`config.mk`:
```
export PLATFORM = sky130hd
export DESIGN_NAME = xcvrCore
export DESIGN_NICKNAME = d
export VERILOG_FILES = /design/src/rtl/xcvrPkg.sv /design/src/rtl/xcvrCtrl.sv /design/src/rtl/xcvrData.sv /design/src/rtl/xcvrCore.sv
export SDC_FILE = /design/constraint.sdc
export NUM_CORES = 1
export LEC_CHECK = 0
export CAP_MARGIN = 20
export CORE_UTILIZATION = 45
export DETAILED_ROUTE_END_ITERATION = 12
export PLACE_DENSITY = 0.87
export SLEW_MARGIN = 0
export SYNTH_ARGS = -nofsm -noshare
export SYNTH_HDL_FRONTEND = slang
export SYNTH_HIERARCHICAL = 1
export SYNTH_SLANG_ARGS = --single-unit
export TNS_END_PERCENT = 30
```
`constraint.sdc`:
```
create_clock -name clk -period 2.45 [get_ports clk]
set_input_delay 0.49 -clock clk [delete_from_list [all_inputs] [get_ports clk]]
set_output_delay 0.49 -clock clk [all_outputs]
set_load 0.01 [all_outputs]
```
`src/rtl/xcvrPkg.sv`:
```
package xcvrPkg;
  parameter int LANES = 2;

  typedef struct packed {
    logic [LANES-1:0] loadAb;
    logic [LANES-1:0] loadBa;
    logic [LANES-1:0] passAb;
    logic [LANES-1:0] passBa;
    logic [LANES-1:0] drvAb;
    logic [LANES-1:0] drvBa;
  } xcvrStrobes_t;
endpackage

```
`src/rtl/xcvrCtrl.sv`:
```
module xcvrCtrl
  import xcvrPkg::*;
(
  input  logic             clk,
  input  logic             rstN,
  input  logic             cp,
  input  logic             allOff,
  input  logic [LANES-1:0] leAb,
  input  logic [LANES-1:0] leBa,
  input  logic [LANES-1:0] oeAb,
  input  logic [LANES-1:0] oeBa,
  output xcvrStrobes_t     strobes
);
  logic cpPrev;
  logic cpRise;
  logic outputsOn;

  always_ff @(posedge clk or negedge rstN) begin
    if (!rstN) cpPrev <= 1'b0;
    else       cpPrev <= cp;
  end

  assign cpRise    = cp & ~cpPrev;
  assign outputsOn = rstN & ~allOff;

  always_comb begin
    strobes.passAb = leAb;
    strobes.passBa = leBa;
    // a high enable keeps the register tracking; a strobe rise captures otherwise
    strobes.loadAb = leAb | {LANES{cpRise}};
    strobes.loadBa = leBa | {LANES{cpRise}};
    strobes.drvAb  = oeAb & {LANES{outputsOn}};
    strobes.drvBa  = oeBa & {LANES{outputsOn}};
  end
endmodule

```
`src/rtl/xcvrData.sv`:
```
module xcvrData
  import xcvrPkg::*;
#(
  parameter int LANE_W = 8,
  localparam int BUS_W = LANES * LANE_W
) (
  input  logic             clk,
  input  logic             rstN,
  input  xcvrStrobes_t     strobes,
  input  logic [BUS_W-1:0] aIn,
  input  logic [BUS_W-1:0] bIn,
  output logic [BUS_W-1:0] aOut,
  output logic [BUS_W-1:0] bOut
);
  for (genvar l = 0; l < LANES; l++) begin : gLane
    logic [LANE_W-1:0] holdAb;
    logic [LANE_W-1:0] holdBa;

    always_ff @(posedge clk or negedge rstN) begin
      if (!rstN) begin
        holdAb <= '0;
        holdBa <= '0;
      end else begin
        if (strobes.loadAb[l]) holdAb <= aIn[l*LANE_W +: LANE_W];
        if (strobes.loadBa[l]) holdBa <= bIn[l*LANE_W +: LANE_W];
      end
    end

    assign bOut[l*LANE_W +: LANE_W] = strobes.passAb[l] ? aIn[l*LANE_W +: LANE_W] : holdAb;
    assign aOut[l*LANE_W +: LANE_W] = strobes.passBa[l] ? bIn[l*LANE_W +: LANE_W] : holdBa;
  end
endmodule

```
`src/rtl/xcvrCore.sv`:
```
module xcvrCore
  import xcvrPkg::*;
#(
  parameter int LANE_W = 8,
  localparam int BUS_W = LANES * LANE_W
) (
  input  logic             clk,
  input  logic             rstN,
  input  logic             cp,
  input  logic             allOff,
  input  logic [LANES-1:0] leAb,
  input  logic [LANES-1:0] leBa,
  input  logic [LANES-1:0] oeAb,
  input  logic [LANES-1:0] oeBa,
  input  logic [BUS_W-1:0] aIn,
  input  logic [BUS_W-1:0] bIn,
  output logic [BUS_W-1:0] aOut,
  output logic [BUS_W-1:0] bOut,
  output logic [LANES-1:0] aDrv,
  output logic [LANES-1:0] bDrv
);
  xcvrStrobes_t strobes;

  xcvrCtrl uCtrl (
    .clk(clk), .rstN(rstN), .cp(cp), .allOff(allOff),
    .leAb(leAb), .leBa(leBa), .oeAb(oeAb), .oeBa(oeBa),
    .strobes(strobes)
  );

  xcvrData #(.LANE_W(LANE_W)) uData (
    .clk(clk), .rstN(rstN), .strobes(strobes),
    .aIn(aIn), .bIn(bIn), .aOut(aOut), .bOut(bOut)
  );

  assign bDrv = strobes.drvAb;
  assign aDrv = strobes.drvBa;
endmodule

```
Yosys cells after proc, flatten, opt, wreduce, memory -nomap -nowiden
Index checks and enable logic that the tools add are counted.

Bits of input ports: 44. ROM bits: 0. Memories: 0. RAM bits: 0. Latch bits: 0. Register bits after elaboration: 33.

Magnitude comparators: 0. Multiply operators: 0. $add $sub $neg: 0. Shifts and indexed selects: 0. Divide/modulo/power cells: 0. Multiplexer cells: 4. Reduce and logical (&&, ||, !) cells: 0. Eq/ne operators: 0. Bitwise gates (word level): 8.

Operators by type and width (number): $mux 8 (4); $and 2x2->2 (2); $or 2x2->2 (2); $and 1x1->1 (2); $not 1->1 (2).

Logic depth before layout (Yosys ltp)
Depth in word-level cells: 3. Mapped depth: 4. Gate-level depth less buffers: 3.

Hierarchy
Netlist, hierarchy kept.

Modules (own cells, without submodules): xcvrData (sequential area each 800.8 um^2, instances 1, cells each 104, area each 1851.8 um^2); xcvrCtrl (sequential area each 25.0 um^2, instances 1, cells each 15, area each 132.6 um^2).

Least setup slack after synthesis
OpenSTA, ideal clock, no wires.

Path kind: input to output. Start point: in leBa[0]. End point: out aOut[0]. Slack: 0.917 ns. Data required time: 1.960 ns. Arrival: 1.043 ns. Cell stages on the path: 3. Cells stage by stage: buf_4 -> buf_6 -> mux2_4.

Word-level cells in the longest chain between the ends: 1.

RTL lines: start: declaration (RTL line xcvrCore.sv:12) `input logic [LANES-1:0] leBa,`; $mux 8 (RTL line xcvrData.sv:30) `assign aOut[l*LANE_W +: LANE_W] = strobes.passBa[l] ? bIn[l*LANE_W +: LANE_W] : holdBa;`; end: declaration (RTL line xcvrCore.sv:17) `output logic [BUS_W-1:0] aOut,`.

Every way passes these cells.

Final worst setup path
Start point: in leAb[0]. End point: out bOut[4].

Word-level cells in the longest chain between the ends: 1.

RTL lines: start: declaration (RTL line xcvrCore.sv:11) `input logic [LANES-1:0] leAb,`; $mux 8 (RTL line xcvrData.sv:29) `assign bOut[l*LANE_W +: LANE_W] = strobes.passAb[l] ? aIn[l*LANE_W +: LANE_W] : holdAb;`; end: declaration (RTL line xcvrCore.sv:18) `output logic [BUS_W-1:0] bOut,`.

Every way passes these cells.

==> results by stage <==
Run status:
- The run finished with clean final reports.

Clock network:
- For the worst-skew pair, the clock arrives at the later sink with an insertion delay of ~0.28 ns.
- The clock input transition at the sequential cells of the worst setup and hold paths is around 0.060 ns.
- TritonCTS built the clock tree.
- Clock tree synthesis found a total of 33 sinks.
- Counting the buffers created by CTS gives 5.
- CTS built an H-tree with a depth of 2.
- In this run the deepest clock path goes through 2 buffers.
- The cell sitting at the root of the clock tree is a sky130_fd_sc_hd__clkbuf_8.
- The number of post-CTS setup repair buffers is 0.

Global route:
- For this run the aggregate overflow at the end of global routing stands at 0.
- The global-route wire length before repair is approximately 6.3 mm.
- Entering global routing, the biggest net connects 34 pins.
- The number of antenna violations at the first check in global routing is 0.
- The via count of the first global-routing pass is 1,355.
- The overall track demand over capacity in global routing is between 10% and 20%.

Drt:
- The met3 layer wire length in the routed design is 275 um.
- The number of iterations in the first detailed-routing pass is 4.
- The total via count after detailed routing is 1,229.
- The detailed router's first-iteration violation count is 30.
- In the final routing, the length of wire on met1 measures roughly 1.7 mm.
- The total detailed-routing wirelength is between 4 and 5 mm.
- After detailed routing, the number of remaining DRC violations is 0.
- The via count normalized by instance count is a little under 5.
- Dividing the detail-routed wire length by the instance count gives 16.5 um.
- The number of nets with antenna violations after detailed routing is 0.
- The top layer used by detailed routing is met4.
- The met2 wire length is around 2.2 mm.

Timing:
- The total setup violations reported at the end of the flow is 0.
- Setup repair after global routing left no endpoint under its margin.
- Final hold analysis gives a worst-case slack of just over 0.5 ns.
- At the pin with the least slew margin, the transition time is between 0.5 and 0.6 ns.
- Static timing analysis puts the maximum clock frequency at about 0.41 GHz.
- The period utilization is approximately 99%.
- The relative slew slack is roughly 62%.
- The number of pins exceeding their max-slew limit in the final report is 0.
- For the final routed database, the setup TNS stands at 0 ns.
- The time the worst path needs with I/O delays and setup is between 2 and 2.5 ns.
- On the final layout, the worst clock skew is 0.00615 ns.
- The hold violation total from the final report is 0.

Synth:
- The total of warnings raised by yosys is 6.
- The synthesized netlist net count is about 160.
- The average cell area after synthesis is ~17 um^2.
- The mapped cell area is between 0.0015 and 0.002 mm^2.
- After technology mapping, the gate count stands at 119.
- The count of unique library cells instantiated by Yosys is 8.
- The number of synthesized register bits is 33.
- Of the synthesized area, sequential elements account for between 40% and 50%.

Power:
- Summed over all cells, the static leakage comes to 1.43 nW.
- The power per cell area is around 510 mW/mm^2.
- The power consumption is between 1 and 1.5 mW.
- The worst IR drop on VDD is 406 uV.

Run:
- The max-cap violation count is 0.

Placement:
- The count of buffers from port buffering is 79.
- The last weighted congestion value of the routability-driven placer is roughly 0.67.
- The number of instances in the placed design is between 200 and 250.
- The HPWL reported at the end of detailed placement is 3.20 mm.

Critical path:
- In this run the worst path has a maximum fanout of 9.
- The cell with the largest stage delay on the worst path is sky130_fd_sc_hd__clkdlybuf4s50_1.
- The number of cells traversed by the worst register-to-register path is 3.
- The dominant cell type by count on the critical path is sky130_fd_sc_hd__clkdlybuf4s50_1.
- In this run the register-to-register setup slack is approximately 1.0 ns.
- On the worst path, the slowest cell contributes a delay of ~0.5 ns.
- The nature of the critical path endpoint is an output pin.
- By startpoint and endpoint, the worst setup path is classified as primary input to output pin.
- The data arrival time at the worst-slack endpoint is just under 2 ns.
- The critical path startpoint category is a primary input.
- The critical path goes through clkdlybuf4s50_1 -> buf_12 -> mux2_4 -> clkdlybuf4s50_1.
- The startpoint identified for the worst register-to-register timing path is uCtrl/cpPrev.
- The endpoint identified for the worst register-to-register timing path is uData/gLane[1].holdAb[6].
- Tracing the worst setup path back leads to its startpoint at leAb[0].
- The worst endpoint required time is between 1.5 and 2 ns.

Layout:
- Cells with a size suffix above 1 make up between 30 and 40% of the layout.
- The area overhead of the layout relative to synthesis is 46.0%.
- For this run, the number of standard cells in the final layout without fillers is roughly 250.
- Counting the fill cells in the layout gives 272.
- The repair_antennas step left the layout with diodes totalling 0.
- The number of nets in the finished design is around 240.

Worst hold path:
- The worst hold path terminates at uData/gLane[1].holdAb[2].
- The path class of the tightest hold or removal check is flop to flop.
- Along the worst hold path, the cell count comes to 1.
- The start point of the worst min-delay path is uData/gLane[1].holdAb[2].

Floorplan:
- The initial utilization of the core area, before any placement, comes to 48.2%.
- The number of cell rows is 23.
- The height of the die is between 60 and 70 um.
- The number of top-level pins is 80.
- In this run the horizontal extent of the chip is slightly below 70 um.
- The region available for standard cell placement spans about 0.004 mm^2.
- The area of the die is ~0.0047 mm^2.
-- how the worst max path moves through the flow --
stage                     to  slack (ns)  cells past startpoint
detailed placement  bOut[13]       -0.01                      4
finish               bOut[4]        0.03                      4
CTS                 bOut[15]        0.01                      4
global placement     bOut[9]        0.03                      4
floorplan            aOut[0]        0.92                      3
global route        bOut[11]       0.001                      4
-- timing repair --
action	in CTS	in global routing
endpoints found under the setup margin	1	9
resized for setup	1	9
hold buffers	0	0
-- cells in the final DEF, fill, tap and decap left out --
cell | Yosys | routed
sky130_fd_sc_hd__and2_1 | 4 | 4
sky130_fd_sc_hd__buf_12 | 0 | 2
sky130_fd_sc_hd__buf_4 | 4 | 5
sky130_fd_sc_hd__clkbuf_1 | 0 | 3
sky130_fd_sc_hd__clkbuf_8 | 0 | 5
sky130_fd_sc_hd__clkdlybuf4s50_1 | 0 | 69
sky130_fd_sc_hd__dfrtp_1 | 33 | 33
sky130_fd_sc_hd__dlygate4sd2_1 | 0 | 1
sky130_fd_sc_hd__dlymetal6s2s_1 | 0 | 9
sky130_fd_sc_hd__mux2_4 | 64 | 64
sky130_fd_sc_hd__nand2b_1 | 4 | 4
sky130_fd_sc_hd__nand2b_4 | 1 | 1
sky130_fd_sc_hd__nor2b_4 | 1 | 1
-- through the flow --
step,setup WS (ns),utilization (%),instance area (um^2)
6_report,0.0269,70.4,2900
5_1_grt,0.00135,70.4,2900
4_1_cts,0.0102,69.8,2870
3_5_place_dp,-0.0138,67.9,2800
3_3_place_gp,0.0277,67.9,2800
2_1_floorplan,0.917,-,1980
-- critical path: cells and delay by family --
family | cells | cell delay, ns
buf+inv | 3 | 1.15
mux | 1 | 0.29
-- metal layers --
metal | track usage [%] | vias to the layer above
met1 | 21.7 | 602
met2 | 33.7 | 50
li1 | - | 575
met5 | 0 | -
met4 | 5.47 | 0
met3 | 7.33 | 2
-- cell families after synthesis --
kind of cell  synth area share, %
buf+inv                      6.05
flops                        41.6
simple gates                 3.91
mux                          48.4
-- flip-flops by register name, summed over array words and instances, names as in the netlist --
name	flops
uCtrl/cpPrev	1
uData/gLane.holdBa	16
uData/gLane.holdAb	16
-- cell type report --
cell class | instances | area (um^2) | share of cell area, %
clock buffer | 8 | 80.1 | 2.76
multi-input combinational | 74 | 1040 | 35.9
sequential | 33 | 826 | 28.5
tap | 50 | 62.6 | 2.16
timing repair buffer | 86 | 890 | 30.7
-- Yosys cell counts (all sizes together) --
cell type | n | share of area [%]
dfrtp | 33 | 42
nand2b | 5 | 2.0
nor2b | 1 | 0.69
mux2 | 64 | 48
buf | 12 | 6.1
and2 | 4 | 1.3
-- report_power, final --
| group | leakage (nW) | internal (mW) | total (mW) | switching (mW) |
|---|---|---|---|---|
| registers | 0.385 | 0.600 | 0.632 | 0.0325 |
| clock network | 0.0395 | 0.201 | 0.372 | 0.171 |
| logic | 1.01 | 0.325 | 0.474 | 0.149 |
Note: power is estimated with default switching activity, not from simulation.
